===== src/rtl/ipa_pkg.sv =====
// Shared constants and helpers of the grouped-priority arbiter.
// Assumes an 8-bit priority byte and a 3-bit grouping code.
package ipa_pkg;
    localparam int W_EN_SET   = 0;
    localparam int W_EN_CLR   = 1;
    localparam int W_PND_SET  = 2;
    localparam int W_PND_CLR  = 3;
    localparam int W_ACTIVE   = 4;
    localparam int W_CTRL     = 5;
    localparam int W_PRIO0    = 8;
    localparam int LVL_W      = 10;
    localparam logic signed [LVL_W-1:0] LVL_IDLE = 10'sd256;

    // Byte mask that keeps the preemption bits [7:grp+1].
    function automatic logic [7:0] preempt_mask(input logic [2:0] grp);
        logic [8:0] t;
        t = 9'h1FF << (int'(grp) + 1);
        return t[7:0];
    endfunction
endpackage


===== src/rtl/ipa_regs.sv =====
// Register bank: enable, pending, active, control and priority storage.
// Assumes N_IRQ is a multiple of 4 and at most 32, and PRIO_BITS < 8.
module ipa_regs #(
    parameter int N_IRQ     = 8,
    parameter int PRIO_BITS = 4,
    parameter int AW        = 4,
    parameter int IDW       = 3
) (
    input  logic                  clk,
    input  logic                  rst_n,
    input  logic                  we,
    input  logic [AW-1:0]         addr,
    input  logic [3:0]            be,
    input  logic [31:0]           wdata,
    output logic [31:0]           rdata,
    input  logic [N_IRQ-1:0]      hw_req,
    input  logic                  take,
    input  logic [IDW-1:0]        take_id,
    input  logic                  ret,
    input  logic                  ret_found,
    input  logic [IDW-1:0]        ret_id,
    output logic [N_IRQ-1:0]      en_q,
    output logic [N_IRQ-1:0]      pend_q,
    output logic [N_IRQ-1:0]      act_q,
    output logic [N_IRQ-1:0][7:0] prio_byte,
    output logic [2:0]            grp_q,
    output logic                  gmask_q,
    output logic                  fmask_q,
    output logic [7:0]            bp_byte
);
    localparam int NW = N_IRQ / 4;
    localparam int SH = 8 - PRIO_BITS;

    logic [31:0]          wmask, wbits;
    logic [N_IRQ-1:0]     take_oh, ret_oh;
    logic [PRIO_BITS-1:0] bp_q;

    assign wmask   = {{8{be[3]}}, {8{be[2]}}, {8{be[1]}}, {8{be[0]}}};
    assign wbits   = wdata & wmask;
    assign take_oh = take ? (N_IRQ'(1) << take_id) : '0;
    assign ret_oh  = (ret && ret_found) ? (N_IRQ'(1) << ret_id) : '0;
    assign bp_byte = 8'(bp_q) << SH;

    function automatic logic hit(input logic [AW-1:0] a, input int w);
        return a == AW'(w);
    endfunction

    // Enable bits: write-1-to-set and write-1-to-clear words.
    always_ff @(posedge clk) begin
        if (!rst_n) en_q <= '0;
        else if (we && hit(addr, ipa_pkg::W_EN_SET)) en_q <= en_q | wbits[N_IRQ-1:0];
        else if (we && hit(addr, ipa_pkg::W_EN_CLR)) en_q <= en_q & ~wbits[N_IRQ-1:0];
    end

    // Pending bits: software set/clear, hardware set, clear on take; sets win.
    always_ff @(posedge clk) begin
        if (!rst_n) pend_q <= '0;
        else pend_q <= (pend_q
                        & ~((we && hit(addr, ipa_pkg::W_PND_CLR)) ? wbits[N_IRQ-1:0] : '0)
                        & ~take_oh)
                       | ((we && hit(addr, ipa_pkg::W_PND_SET)) ? wbits[N_IRQ-1:0] : '0)
                       | hw_req;
    end

    // Active bits: set by a take, cleared for the retiring handler.
    always_ff @(posedge clk) begin
        if (!rst_n) act_q <= '0;
        else act_q <= (act_q | take_oh) & ~ret_oh;
    end

    // Control word: grouping code, masks and threshold; return clears the fault mask.
    always_ff @(posedge clk) begin
        if (!rst_n) begin
            grp_q   <= '0;
            gmask_q <= 1'b0;
            fmask_q <= 1'b0;
            bp_q    <= '0;
        end else begin
            if (we && hit(addr, ipa_pkg::W_CTRL) && be[0]) grp_q <= wdata[2:0];
            if (we && hit(addr, ipa_pkg::W_CTRL) && be[1]) gmask_q <= wdata[8];
            if (we && hit(addr, ipa_pkg::W_CTRL) && be[2]) bp_q <= wdata[23 -: PRIO_BITS];
            if (ret) fmask_q <= 1'b0;
            else if (we && hit(addr, ipa_pkg::W_CTRL) && be[1]) fmask_q <= wdata[9];
        end
    end

    // One truncated priority field per line, packed four to a word.
    for (genvar i = 0; i < N_IRQ; i++) begin : g_prio
        localparam int K = i / 4;
        localparam int J = i % 4;
        logic [PRIO_BITS-1:0] prio_q;
        // Byte-lane write of the stored upper bits.
        always_ff @(posedge clk) begin
            if (!rst_n) prio_q <= '0;
            else if (we && hit(addr, ipa_pkg::W_PRIO0 + K) && be[J])
                prio_q <= wdata[8*J+7 -: PRIO_BITS];
        end
        assign prio_byte[i] = 8'(prio_q) << SH;
    end

    // Read multiplexer for the addressed word.
    always_comb begin
        rdata = '0;
        if (hit(addr, ipa_pkg::W_EN_SET) || hit(addr, ipa_pkg::W_EN_CLR)) rdata = 32'(en_q);
        else if (hit(addr, ipa_pkg::W_PND_SET) || hit(addr, ipa_pkg::W_PND_CLR)) rdata = 32'(pend_q);
        else if (hit(addr, ipa_pkg::W_ACTIVE)) rdata = 32'(act_q);
        else if (hit(addr, ipa_pkg::W_CTRL))
            rdata = {8'h00, bp_byte, 6'b0, fmask_q, gmask_q, 5'b0, grp_q};
        else begin
            for (int k = 0; k < NW; k++)
                if (hit(addr, ipa_pkg::W_PRIO0 + k))
                    for (int j = 0; j < 4; j++) rdata[8*j +: 8] = prio_byte[4*k+j];
        end
    end
endmodule


===== src/rtl/ipa_pick.sv =====
// Picks the most urgent line of a candidate set: lowest byte, then lowest number.
// Assumes priority bytes are comparable as unsigned values.
module ipa_pick #(
    parameter int N_IRQ = 8,
    parameter int IDW   = 3
) (
    input  logic [N_IRQ-1:0]      cand,
    input  logic [N_IRQ-1:0][7:0] bytes,
    output logic                  found,
    output logic [IDW-1:0]        idx,
    output logic [7:0]            best
);
    // Linear scan; a strict compare keeps the lower number on ties.
    always_comb begin
        found = 1'b0;
        idx   = '0;
        best  = 8'hFF;
        for (int i = 0; i < N_IRQ; i++) begin
            if (cand[i] && (!found || bytes[i] < best)) begin
                found = 1'b1;
                best  = bytes[i];
                idx   = IDW'(i);
            end
        end
    end
endmodule


===== src/rtl/ipa_level.sv =====
// Running level: active handler's preemption part folded with the three masks.
// Assumes the level is signed so that the fault mask can express -1.
module ipa_level (
    input  logic                                act_found,
    input  logic [7:0]                          act_byte,
    input  logic [7:0]                          pmask,
    input  logic                                gmask,
    input  logic                                fmask,
    input  logic [7:0]                          bp_byte,
    output logic signed [ipa_pkg::LVL_W-1:0]    level
);
    logic signed [ipa_pkg::LVL_W-1:0] act_lvl, bp_lvl;

    assign act_lvl = $signed({2'b00, act_byte & pmask});
    assign bp_lvl  = $signed({2'b00, bp_byte});

    // Minimum over the contributing terms, fault mask last.
    always_comb begin
        level = ipa_pkg::LVL_IDLE;
        if (act_found && act_lvl < level) level = act_lvl;
        if (bp_byte != 8'h00 && bp_lvl < level) level = bp_lvl;
        if (gmask && level > 0) level = '0;
        if (fmask) level = -10'sd1;
    end
endmodule


===== src/rtl/irq_preempt_arb.sv =====
// Top: register bank, winner pick, active pick, running level and take decision.
// Assumes exc_ret is a single-cycle pulse; a take is held off in that cycle.
module irq_preempt_arb #(
    parameter int N_IRQ     = 8,
    parameter int PRIO_BITS = 4,
    parameter int AW        = 4,
    localparam int IDW      = $clog2(N_IRQ)
) (
    input  logic                               clk,
    input  logic                               rst_n,
    input  logic                               reg_we,
    input  logic [AW-1:0]                      reg_addr,
    input  logic [3:0]                         reg_be,
    input  logic [31:0]                        reg_wdata,
    output logic [31:0]                        reg_rdata,
    input  logic [N_IRQ-1:0]                   irq_req,
    input  logic                               exc_ret,
    output logic                               take_o,
    output logic [IDW-1:0]                     irq_id_o,
    output logic signed [ipa_pkg::LVL_W-1:0]   run_prio_o
);
    logic [N_IRQ-1:0]      en_q, pend_q, act_q;
    logic [N_IRQ-1:0][7:0] prio_byte;
    logic [2:0]            grp_q;
    logic                  gmask, fmask;
    logic [7:0]            bp_byte, pmask;
    logic                  win_found, act_found;
    logic [IDW-1:0]        win_id, act_id;
    logic [7:0]            win_byte, act_byte, win_pre;

    ipa_regs #(.N_IRQ(N_IRQ), .PRIO_BITS(PRIO_BITS), .AW(AW), .IDW(IDW)) u_regs (
        .clk(clk), .rst_n(rst_n), .we(reg_we), .addr(reg_addr), .be(reg_be),
        .wdata(reg_wdata), .rdata(reg_rdata), .hw_req(irq_req),
        .take(take_o), .take_id(win_id), .ret(exc_ret), .ret_found(act_found),
        .ret_id(act_id), .en_q(en_q), .pend_q(pend_q), .act_q(act_q),
        .prio_byte(prio_byte), .grp_q(grp_q), .gmask_q(gmask), .fmask_q(fmask),
        .bp_byte(bp_byte)
    );

    ipa_pick #(.N_IRQ(N_IRQ), .IDW(IDW)) u_win (
        .cand(en_q & pend_q), .bytes(prio_byte),
        .found(win_found), .idx(win_id), .best(win_byte)
    );

    ipa_pick #(.N_IRQ(N_IRQ), .IDW(IDW)) u_run (
        .cand(act_q), .bytes(prio_byte),
        .found(act_found), .idx(act_id), .best(act_byte)
    );

    assign pmask   = ipa_pkg::preempt_mask(grp_q);
    assign win_pre = win_byte & pmask;

    ipa_level u_lvl (
        .act_found(act_found), .act_byte(act_byte), .pmask(pmask),
        .gmask(gmask), .fmask(fmask), .bp_byte(bp_byte), .level(run_prio_o)
    );

    // Take only on a strictly better preemption part and outside a return cycle.
    assign take_o   = win_found && !exc_ret && ($signed({2'b00, win_pre}) < run_prio_o);
    assign irq_id_o = win_id;
endmodule


===== config.mk =====
export PLATFORM = sky130hd
export DESIGN_NAME = irq_preempt_arb
export DESIGN_NICKNAME = d
export VERILOG_FILES = /design/src/rtl/ipa_pkg.sv /design/src/rtl/ipa_regs.sv /design/src/rtl/ipa_pick.sv /design/src/rtl/ipa_level.sv /design/src/rtl/irq_preempt_arb.sv
export SDC_FILE = /design/constraint.sdc
export NUM_CORES = 1
export LEC_CHECK = 0
export BUFFER_PORTS_ARGS = -buffer_cell sky130_fd_sc_hd__buf_2
export CAP_MARGIN = 5
export CORE_MARGIN = 8
export CORE_UTILIZATION = 45
export DETAILED_ROUTE_END_ITERATION = 7
export HOLD_SLACK_MARGIN = 0.1
export PLACE_DENSITY = 0.62
export SKIP_LAST_GASP = 1
export SLEW_MARGIN = 5
export SYNTH_ARGS = -nofsm -noshare
export SYNTH_HDL_FRONTEND = slang
export SYNTH_HIERARCHICAL = 1
export SYNTH_SLANG_ARGS = --single-unit
export TNS_END_PERCENT = 20

===== constraint.sdc =====
create_clock -name clk -period 25.2 [get_ports clk]
set_clock_uncertainty 0.05 [all_clocks]
set_input_delay 5.04 -clock clk [delete_from_list [all_inputs] [get_ports clk]]
set_output_delay 5.04 -clock clk [all_outputs]
set_load 0.1 [all_outputs]

After elaboration in Yosys (flattened, before gate mapping)
Index checks and enable logic that the tools add are counted.

Register bits after elaboration: 65.

$add $sub $neg: 1. Magnitude comparators: 18. Eq/ne operators: 7. Shifts and indexed selects: 3. Mux-type cells: 62. Bitwise logic cells: 17. Reductions and logical operators: 73.

Operators with widths (count): 2-to-1 mux 32 bit (6); 2-to-1 mux 8 bit (22); less-than comparator 8 bit (14); AND 8 bit (8); logical AND 1 bit (38); NOT 8 bit (4); bitwise OR 8 bit (4); 2-to-1 mux 9 bit (3); 2-to-1 mux 3 bit (8); 2-to-1 mux 1 bit (18); logical OR 1 bit (16); << shifter 1 x 3 -> 8 bit (first input constant) (2); zero test 1 bit (15); less-than comparator 9 x 10 -> 1 bit (1); 2-to-1 mux 10 bit (1); > comparator 9 x 1 -> 1 bit (second input constant) (1); less-than comparator 8 x 9 -> 1 bit (1); less-than comparator 8 x 9 -> 1 bit (second input constant) (1); << shifter 9 x 4 -> 8 bit (first input constant) (1); equality test 4 x 2 -> 1 bit (second input constant) (2); equality test 4 x 3 -> 1 bit (second input constant) (2); equality test 4 bit (second input constant) (2); 2-to-1 mux 2 bit (4); nonzero test 8 bit (1); other kinds (6) (6).

Depth between registers and ports, before layout
Gate-level depths: netlist (run 1).

Word-level depth: 47. Gate-level depth with buffers: 88. Mapped depth without buffers: 80.

Cells and area by module
Netlist (run 1), hierarchy kept.

Modules (own cells, without submodules): ipa_regs (times used 1, cells each 454, area each 3696.0 µm², sequential area each 1301.2 µm²); ipa_pick at u_run (times used 1, cells each 411, area each 2885.3 µm², sequential area each 0.0 µm²); ipa_pick at u_win (times used 1, cells each 405, area each 2882.8 µm², sequential area each 0.0 µm²); ipa_level (times used 1, cells each 60, area each 461.7 µm², sequential area each 0.0 µm²); irq_preempt_arb (times used 1, cells each 64, area each 437.9 µm², sequential area each 0.0 µm²).

Worst setup path before layout (run 1)
No wires, ideal clock.

Kind: register to output. From: reg u_regs.act_q[0]. To: out take_o. Data arrival time: 16.732 ns. Required time: 20.110 ns. Slack: 3.378 ns. Stages on the path, launching flop included: 81. Path buffers: 6. Cell sequence: dfxtp_1 -> buf_6 -> inv_1 -> nor2_1 -> ha_1 -> a21oi_1 -> o2111ai_4 -> a2bb2oi_2 -> o21ai_4 -> clkbuf_1 -> nand2_1 -> o21ai_0 -> inv_1 -> ha_1 -> a21o_1 -> a21o_1 -> a21oi_1 -> o211ai_1 -> [45 not listed] -> nand4b_1 -> or3_1 -> o21a_1 -> buf_2 -> mux2i_1 -> nand3_1 -> ha_1 -> a21o_1 -> a22oi_2 -> o21ai_2 -> nor4b_1 -> a211o_1 -> inv_1 -> ha_1 -> a21oi_1 -> nor2b_1 -> o41a_1 -> a211oi_2.

Cells in the longest elaborated chain, start to end: 42. Elaborated cells between the ends (all ways): 57. Classes of those cells: 11 x order compare; 20 x mux; 1 x bitwise; 25 x reduce/logical.

Ends and longest elaborated chain: start, declared (line ipa_regs.sv:24) `output logic [N_IRQ-1:0] act_q,`; start signal, assigned (line ipa_regs.sv:68) `else act_q <= (act_q | take_oh) & ~ret_oh;`; 2-to-1 mux 8 bit / 2-to-1 mux 1 bit (equally long branches) (line ipa_pick.sv:19) `if (cand[i] && (!found || bytes[i] < best)) begin`; less-than comparator 8 bit / zero test 1 bit (equally long branches) (line ipa_pick.sv:19); logical OR 1 bit (line ipa_pick.sv:19); logical AND 1 bit (line ipa_pick.sv:19); 2-to-1 mux 8 bit / 2-to-1 mux 1 bit (equally long branches) (line ipa_pick.sv:19); less-than comparator 8 bit / zero test 1 bit (equally long branches) (line ipa_pick.sv:19); logical OR 1 bit (line ipa_pick.sv:19); logical AND 1 bit (line ipa_pick.sv:19); [21 not listed]; via act_byte[7] (line irq_preempt_arb.sv:29) `logic [7:0] win_byte, act_byte, win_pre;`; [6 not listed]; 2-to-1 mux 9 bit * (line ipa_level.sv:21) `if (bp_byte != 8'h00 && bp_lvl < level) level = bp_lvl;`; > comparator 9 x 1 -> 1 bit (line ipa_level.sv:22) `if (gmask && level > 0) level = '0;`; logical AND 1 bit (line ipa_level.sv:22); 2-to-1 mux 9 bit * (line ipa_level.sv:22); 2-to-1 mux 10 bit * (line ipa_level.sv:23) `if (fmask) level = -10'sd1;`; via run_prio_o, one bit (line irq_preempt_arb.sv:20) `output logic signed [ipa_pkg::LVL_W-1:0] run_prio_o`; less-than comparator 9 x 10 -> 1 bit * (line irq_preempt_arb.sv:59) `assign take_o = win_found && !exc_ret && ($signed({2'b00, win_pre}) < run_prio_o);`; logical AND 1 bit * (line irq_preempt_arb.sv:59); end, declared (line irq_preempt_arb.sv:18) `output logic take_o,`.

Mark *: on every way through the listed nets, which the timed path passes. The rest lies on a longest branch.

Worst setup path after layout (run 1)
From: reg u_regs.act_q[0]. To: out take_o.

Cells in the longest elaborated chain, start to end: 42. Elaborated cells between the ends (all ways): 57. Classes of those cells: 11 x order compare; 20 x mux; 1 x bitwise; 25 x reduce/logical.

Ends and longest elaborated chain (line): 2-to-1 mux 8 bit / 2-to-1 mux 1 bit (equally long branches) (ipa_pick.sv:19); less-than comparator 8 bit / zero test 1 bit (equally long branches) (ipa_pick.sv:19); logical OR 1 bit (ipa_pick.sv:19); logical AND 1 bit (ipa_pick.sv:19); 2-to-1 mux 8 bit / 2-to-1 mux 1 bit (equally long branches) (ipa_pick.sv:19); less-than comparator 8 bit / zero test 1 bit (equally long branches) (ipa_pick.sv:19); logical OR 1 bit (ipa_pick.sv:19); logical AND 1 bit (ipa_pick.sv:19); [21 not listed]; via act_byte[7] (irq_preempt_arb.sv:29); [5 not listed]; logical AND 1 bit (ipa_level.sv:21); 2-to-1 mux 9 bit * (ipa_level.sv:21); > comparator 9 x 1 -> 1 bit (ipa_level.sv:22); logical AND 1 bit (ipa_level.sv:22); 2-to-1 mux 9 bit * (ipa_level.sv:22); 2-to-1 mux 10 bit * (ipa_level.sv:23); less-than comparator 9 x 10 -> 1 bit * (irq_preempt_arb.sv:59); logical AND 1 bit * (irq_preempt_arb.sv:59).

Marks and branches as above.

==> results of run 1 <==
==> timing repair <==
item,in CTS,in global routing
resized for setup,0,2
hold buffers,0,0
setup endpoints to repair,0,1
==> stage by stage <==
stage               hold WS (ns)  utilization
floorplan                  0.396            -
global placement           0.464        0.468
detailed placement         0.479        0.468
CTS                        0.482        0.481
global route               0.508        0.482
finish                     0.490        0.482
==> worst max path at each step <==
stage | slack [ns] | to | start | cells after the start
detailed placement | 1.69 | take_o | u_regs/act_q[0] | 75
floorplan | 3.38 | take_o | u_regs/act_q[0] | 80
global placement | 1.79 | take_o | u_regs/act_q[0] | 75
finish | 1.37 | take_o | u_regs/act_q[0] | 75
CTS | 1.26 | take_o | u_regs/act_q[0] | 75
global route | 0.08 | take_o | u_regs/act_q[0] | 75
==> routing by layer <==
| layer | vias up | share of wire | routed length [µm] |
|---|---|---|---|
| met1 | 5053 | 0.48 | 16100 |
| li1 | 5207 | - | - |
| met4 | 0 | 0.018 | 601 |
| met5 | - | 0 | 0 |
| met3 | 43 | 0.052 | 1740 |
| met2 | 391 | 0.45 | 15000 |
==> area by class of cell <==
type	count	area (µm²)	share of cell area
multi-input combinational	1153	8180	0.750
tap	285	357	0.0327
clock buffer	13	250	0.0229
clock inverter	3	40.0	0.00367
sequential	65	1300	0.119
inverter	93	349	0.0320
timing repair buffer	83	430	0.0395
==> worst max-delay path, delay by kind of cell (launching register included) <==
family          cells  cell delay (ns)
compound gates     41             9.26
fa+ha+maj           9             2.59
buf+inv             6             1.17
flops               1             0.59
mux                 4             1.31
simple gates       15             3.48
==> power by group <==
part	internal [W]	leakage [nW]	total (W)	switching, W
clock network	0.0000790	0.144	0.000124	0.0000447
logic	0.0000209	4.17	0.0000755	0.0000546
registers	0.000104	0.527	0.000106	0.00000198
==> cell families (layout without fill, tap and decap cells) <==
kind of cell,Yosys count,count (layout),synth area share
buffers and inverters,221,192,0.104
muxes,66,66,0.0730
xor gates and xnor gates,2,2,0.00169
AOI/OAI and AO/OA,464,464,0.325
and+or+nand+nor,479,479,0.254
adders and majority gates,96,96,0.116
other,1,46,0.000362
DFF,65,65,0.126
==> cells in the final DEF (no fill, tap or decap), types with 12 or more instances in the layout <==
cell,count
o211ai_1,24
a211o_1,13
mux2i_1,35
nor3_1,42
o21ai_0,81
nand4_1,17
ha_1,96
buf_2,77
a21o_1,30
conb_1,46
a211oi_1,22
inv_1,93
dfxtp_1,65
mux2_4,14
and2_1,19
mux2_2,14
nand3_1,89
nor2b_1,22
a21oi_1,122
nand2_1,77
a31o_2,16
nor2_1,87
a31oi_1,23
nand2b_1,17
o31a_1,12
or4_1,14
==> out/results.tsv, run 1 <==
stage	metric	value	unit
run_status	outcome	complete, no violations	
clock_network	cts-buffers-inserted	9	
route	postRouteWirelength	33500	µm
pwr	leakagePower	4.84	nW
setup_path	end_kind	output port	
global_route	antenna_found_initial	0	
logic_synthesis	synth_top_area_share	0.126	
route	routedWlPerCell	19.7	µm
pwr	power.density	28.0	nW/µm²
timing	rsz0062_at_grt	false	
die	core_area	22600	µm²
global_route	grt_busiest_layer	met2	
place	dpl.hpwl	26200	µm
global_route	grt_usage	0.228	
logic_synthesis	avgSynthCellArea	7.43	µm²
die	die_area	28100	µm²
global_route	grt_overflow_total	0	
setup_path	critPathLaunchType	register	
place	port_buffers	77	
clock_network	clockBufferDepth	2	
worst_hold_path	worstHoldEndpoint	u_regs/bp_q[0]	
setup_path	cp_slowest_stage_delay	0.67	ns
die	initial_core_util	0.458	
timing	fin_crit	23.83	ns
pwr	peakVddDrop	36.5	µV
job	drv_cap	0	
clock_network	cts_root_buffer	clkbuf_16	
setup_path	critPathRequiredTime	20.11	ns
global_route	met2_usage	0.369	
timing	finalSetupViolations	0	
place	dp_cells	1679	
timing	fmax	42.0	MHz
setup_path	ff2ff_path_depth	77	
worst_hold_path	hold_class	reg2reg	
layout	syn2layout_area_growth	5.26	%
clock_network	cts_sinks	65	
route	dr.first_iter.drc_count	844	
timing	final.setup.worst_slack	1.37	ns
route	route.detailed.drc	0	
logic_synthesis	yosys-top-cells-count	122 x a21oi_1, 96 x ha_1, 93 x inv_1, 89 x nand3_1, 87 x nor2_1	
logic_synthesis	synth_edf_count	0	
logic_synthesis	netlist_instances	1394	
route	vias	10700	
logic_synthesis	synth_top_flop_cell	dfxtp_1	
layout	final_area	10900	µm²
timing	hold_viol_final	0	
clock_network	clk_latency	0.33	ns
setup_path	cp_common_cell	a21oi_1	
clock_network	cts_setup_buffers	0	
setup_path	worstPathArrival	18.74	ns
setup_path	rrSetupSlack	6.14	ns
timing	slew_headroom	0.191	
timing	slew_violations	0	
logic_synthesis	synthArstFlopShare	0	
layout	drive_gt1_frac	0.143	
layout	final_nets	1553	
setup_path	rr_startpoint	u_regs/act_q[0]	
place	place.gp.congestion	0.946	
die	die_height	168	µm
clock_network	htreeDepth	3	
timing	fin_crit_sh	0.946	
route	via_per_inst	6.31	
route	ant_nets	0	
timing	worstMarginPinSlew	1.21	ns
layout	final-instance-count-excl-fill	1695	
place	pre_cts_slack	1.69	ns
die	rows	55	
global_route	grt_use_met1	0.316	
route	dr.pass1.iters	7	
logic_synthesis	yosysSeqAreaShare	0.126	
global_route	met3_usage	0.0240	
die	die_width	168	µm
setup_path	crit_type	reg2out	
logic_synthesis	yosysUniqueCellTypes	106	
global_route	grt_max_degree	58	
logic_synthesis	synth-seq-cells	65	
die	io_pins	98	
clock_network	cts_tree	built	
logic_synthesis	yosys_warnings	6	
global_route	grt_pass1_wl	52900	µm
setup_path	cpMaxStageDelayCell	or4_1	
worst_hold_path	min_from	u_regs/bp_q[0]	
layout	antennaDiodeCount	0	
worst_hold_path	whs_path_depth	2	
clock_network	clkTransAtPathRegs	0.05	ns
layout	fillers	2295	
logic_synthesis	synth_area_leaders	dfxtp_1 13%, ha_1 12%, a21oi_1 5.9%, nand3_1 4.3%, o21ai_0 3.9%	
timing	fin_setup_tns	0	ns
global_route	grt_pass1_vias	9762	
setup_path	worst_r2r_endpoint	u_regs/pend_q[4]	
pwr	power.total	0.000306	W
logic_synthesis	syn_area	10400	µm²
logic_synthesis	yosysMostFrequentCell	a21oi_1	
setup_path	cp_max_fo	25	
logic_synthesis	yosysTopAreaCell	dfxtp_1	
place	placed_cell_area	10600	µm²
Note: power is estimated with default switching activity, not from simulation.
==> run 2, diff against run 1 <==
Clock period 25.2 ns to 28.5 ns, I/O delays scaled along.
==> run 2 against run 1 <==
Against the previous run:
- register-to-register slack better by 2.5 ns
- final area up 0.38%
- critical path depth down 1
- largest cell class unchanged
- largest power group unchanged
==> out/results.tsv, run 2 (synthesis results as in run 1) <==
stage	metric	value	unit
clock_network	cts_tree	built	
layout	final_common_cell	a21oi_1	
setup_path	cpMaxStageDelayCell	a21oi_1	
run_status	outcome	complete, no violations	
global_route	grt_pass1_wl	53400	µm
global_route	grt_pass1_vias	9830	
clock_network	clockBufferDepth	2	
layout	fillers	2284	
die	die_height	168	µm
place	place.gp.congestion	0.931	
timing	rsz0062_at_grt	false	
place	port_buffers	77	
die	die_area	28100	µm²
pwr	peakVddDrop	41.4	µV
timing	finalSetupViolations	0	
clock_network	cts_root_buffer	clkbuf_16	
route	ant_nets	0	
route	wl_met1	15900	µm
layout	final_cell_mix	122 x a21oi_1, 96 x ha_1, 93 x inv_1	
route	vias	10700	
setup_path	cp_max_fo	25	
route	postRouteWirelength	34000	µm
setup_path	worstPathArrival	19.59	ns
timing	worstMarginPinSlew	1.18	ns
setup_path	cp_common_cell	a21oi_1	
die	io_pins	98	
global_route	grt_usage	0.230	
clock_network	ctsHoldBuffers	0	
timing	fin_crit_sh	0.889	
worst_hold_path	hold_class	reg2reg	
layout	antennaDiodeCount	0	
global_route	grt_overflow_total	0	
setup_path	critPathRequiredTime	22.75	ns
clock_network	clkTransAtPathRegs	0.05	ns
layout	utilization	0.484	
die	rows	55	
route	routedWlPerCell	20.1	µm
clock_network	cts-buffers-inserted	9	
clock_network	postCtsResizedCells	0	
clock_network	cts_sinks	65	
die	die_width	168	µm
route	route.detailed.drc	0	
job	drv_cap	0	
timing	slew_headroom	0.212	
route	dr.pass1.iters	5	
die	initial_core_util	0.458	
die	core_area	22600	µm²
layout	drive_gt1_frac	0.144	
timing	fmax	39.5	MHz
route	dr.first_iter.drc_count	855	
global_route	grt_max_degree	58	
route	dr_wl_met2	15000	µm
route	wl_met3	2020	µm
pwr	power.density	26.4	nW/µm²
setup_path	critPathLaunchType	register	
pwr	leakagePower	4.86	nW
timing	fin_setup_tns	0	ns
layout	final_nets	1553	
route	via_per_inst	6.33	
setup_path	end_kind	output port	
clock_network	clk_latency	0.33	ns
timing	slew_violations	0	
timing	fin_crit	25.34	ns
place	dpl.hpwl	26300	µm
setup_path	cp_slowest_stage_delay	0.71	ns
timing	hold_viol_final	0	
clock_network	cts_setup_buffers	0	
clock_network	htreeDepth	3	
layout	syn2layout_area_growth	5.66	%
global_route	antenna_found_initial	0	
route	route.top_layer_used	met4	
setup_path	crit_type	reg2out	
run 2: cell count changes in the layout (fill, tap and decap cells not counted), sizes merged:
| cell | delta |
|---|---|
| bufinv | +2 |
| clkbuf | -2 |
| clkinv | -1 |
| clkinvlp | +1 |
run 2: layer usage:
metal / up-vias / track usage
li1: 5204 / -
met1: 5067 / 0.314
met2: 410 / 0.366
met3: 50 / 0.0292
met4: 0 / 0.0757
met5: - / 0
run 2: critical path, delay by kind of cell, from the launching register on:
family	cells	cell delay, ns
buffers and inverters	5	1.01
AND/OR/NAND/NOR	15	3.55
flip-flops	1	0.56
multiplexers	4	1.32
adder cells (fa/ha/maj)	9	2.53
AO/OA/AOI/OAI	41	10.25
run 2: path summary, 6_finish.rpt:
check / to / slack (ns) / startpoint / cells past startpoint
worst min register to register: register / 0.48 / register / 2
worst max register to register: u_regs/pend_q[4] / 8.61 / u_regs/act_q[0] / 76
worst min-delay path: register / 0.48 / register / 2
worst max-delay path: take_o / 3.16 / u_regs/act_q[0] / 74
run 2: layout make-up:
type | instances | area [µm²] | area share
tap | 285 | 357 | 0.0326
clock buffer | 11 | 243 | 0.0222
multi-input combinational | 1153 | 8170 | 0.746
clock inverter | 5 | 103 | 0.00937
sequential | 65 | 1300 | 0.119
inverter | 93 | 349 | 0.0319
timing repair buffer | 83 | 430 | 0.0393
run 2: power by group:
part	total [W]	internal (W)	switching, W
Clock	0.000128	0.0000877	0.0000405
Combinational	0.0000666	0.0000185	0.0000481
Sequential	0.0000941	0.0000923	0.00000182
Total	0.000289	0.000198	0.0000904
run 2: through the flow:
step	hold WS, ns	area, µm²	instances	power [W]	setup slack [ns]
floorplan	0.396	10500	1439	0.000151	6.02
global placement	0.463	10600	1679	0.000159	3.95
detailed placement	0.477	10600	1679	0.000159	3.87
CTS	0.480	11000	1695	0.000287	3.45
global route	0.520	11000	1695	0.000299	1.76
finish	0.481	11000	1695	0.000289	3.16
==> run 3, diff against run 2 <==
Settings changed: CTS_BUF_LIST from default to sky130_fd_sc_hd__clkbuf_16, REMOVE_ABC_BUFFERS from default to 1.
==> run 3 against run 2 <==
Against the previous run:
- count of clock-buffer cells in the layout decreased by 2
- clock power down 8%
- via count is 0.91% lower
- power is 3.5% lower
- critical path depth did not move
- setup slack lost 0.29 ns
- sequential share of layout area hardly changed
==> out/results.tsv, run 3 (synthesis results as in run 1) <==
stage	metric	value	unit
run_status	outcome	complete, no violations	
clock_network	postCtsResizedCells	0	
die	initial_core_util	0.458	
clock_network	cts_sinks	65	
setup_path	cp_slowest_stage_delay	0.70	ns
place	dpl.hpwl	26300	µm
layout	drive_gt1_frac	0.145	
layout	final_common_cell	a21oi_1	
route	route.detailed.drc	0	
pwr	peakVddDrop	33.4	µV
timing	rsz0062_at_grt	false	
timing	fin_crit_sh	0.899	
clock_network	cts_tree	built	
job	drv_cap	0	
worst_hold_path	hold_class	reg2reg	
route	postRouteWirelength	33900	µm
global_route	grt_pass1_wl	53700	µm
clock_network	cts_root_buffer	clkbuf_16	
timing	fmax	39.0	MHz
die	die_area	28100	µm²
setup_path	critPathRequiredTime	22.75	ns
pwr	power.density	25.5	nW/µm²
global_route	grt_max_degree	58	
layout	fillers	2253	
timing	fin_setup_tns	0	ns
setup_path	cpMaxStageDelayCell	a311oi_1	
clock_network	cts-buffers-inserted	9	
setup_path	end_kind	output port	
layout	regArea	1300	µm²
setup_path	cp_common_cell	a21oi_1	
place	port_buffers	77	
timing	worstMarginPinSlew	0.934	ns
timing	hold_viol_final	0	
layout	final_nets	1554	
die	die_height	168	µm
die	die_width	168	µm
global_route	grt_pass1_vias	9939	
timing	slew_violations	0	
setup_path	crit_type	reg2out	
timing	finalSetupViolations	0	
global_route	grt_usage	0.231	
clock_network	ctsHoldBuffers	0	
die	rows	55	
layout	final_cell_mix	122 x a21oi_1, 96 x ha_1, 93 x inv_1	
route	vias	10600	
clock_network	clockBufferDepth	2	
pwr	leakagePower	4.86	nW
clock_network	clkTransAtPathRegs	0.05	ns
route	dr.first_iter.drc_count	989	
clock_network	clk_latency	0.33	ns
route	dr.pass1.iters	5	
route	routedWlPerCell	20.0	µm
die	core_area	22600	µm²
route	ant_nets	0	
layout	multiInputGateArea	8170	µm²
layout	utilization	0.483	
setup_path	critPathLaunchType	register	
timing	slew_headroom	0.369	
layout	antennaDiodeCount	0	
setup_path	cp_max_fo	25	
clock_network	cts_setup_buffers	0	
clock_network	htreeDepth	3	
global_route	antenna_found_initial	0	
global_route	grt_overflow_total	0	
place	place.gp.congestion	0.928	
timing	fin_crit	25.63	ns
setup_path	worstPathArrival	19.88	ns
layout	syn2layout_area_growth	5.49	%
route	via_per_inst	6.27	
die	io_pins	98	
-- run 3: changes by cell type in the layout (fill, tap and decap cells not counted) --
| cell | delta |
|---|---|
| buf_4 | +1 |
| bufinv_16 | -1 |
| clkbuf_1 | -1 |
| clkbuf_8 | -1 |
| clkinv_2 | +1 |
| clkinv_4 | +2 |
-- run 3: worst paths after layout --
| kind | end | startpoint | cells past startpoint | slack [ns] |
|---|---|---|---|---|
| max | take_o | u_regs/act_q[0] | 74 | 2.87 |
| min | register | register | 2 | 0.48 |
| max reg2reg | u_regs/pend_q[4] | u_regs/act_q[0] | 76 | 8.30 |
| min reg2reg | register | register | 2 | 0.48 |
-- run 3: where the power goes --
group	internal, W	leakage [nW]	switching, W
clock network	0.0000765	0.155	0.0000417
logic	0.0000185	4.17	0.0000479
registers	0.0000923	0.527	0.00000182
total	0.000187	4.86	0.0000915
-- run 3: final cells by class --
class,count,area share
clock inverter,7,0.00870
timing repair buffer,84,0.0401
clock buffer,9,0.0206
sequential,65,0.119
inverter,93,0.0319
tap,285,0.0326
multi-input combinational,1153,0.747
-- run 3: routing by layer --
metal  part of all wire  global-route usage  up-vias  wire length (µm)
li1                   -                   -     5208                 -
met1               0.46               0.319     5008             15700
met2               0.44               0.365      379             15000
met3              0.073              0.0407       38              2470
met4              0.019              0.0571        0               658
met5                  0                   0        -                 0
-- run 3: worst max-delay path: cells and delay by family (launching register included) --
family	cells	cell delay [ns]
AOI/OAI and AO/OA	41	10.29
adders and majority gates	9	2.60
buffers and inverters	5	1.00
DFF	1	0.59
muxes	4	1.44
and+or+nand+nor	15	3.58
-- run 3: per-stage QoR --
step	instance area, µm²	hold slack (ns)	std cells	total power [W]	setup WS (ns)
6_report	10900	0.478	1696	0.000279	2.87
5_1_grt	10900	0.507	1696	0.000289	1.72
4_1_cts	10900	0.478	1696	0.000277	3.15
3_5_place_dp	10600	0.475	1680	0.000159	3.53
3_3_place_gp	10600	0.463	1680	0.000159	3.67
2_1_floorplan	9800	0.411	1311	0.000142	5.82
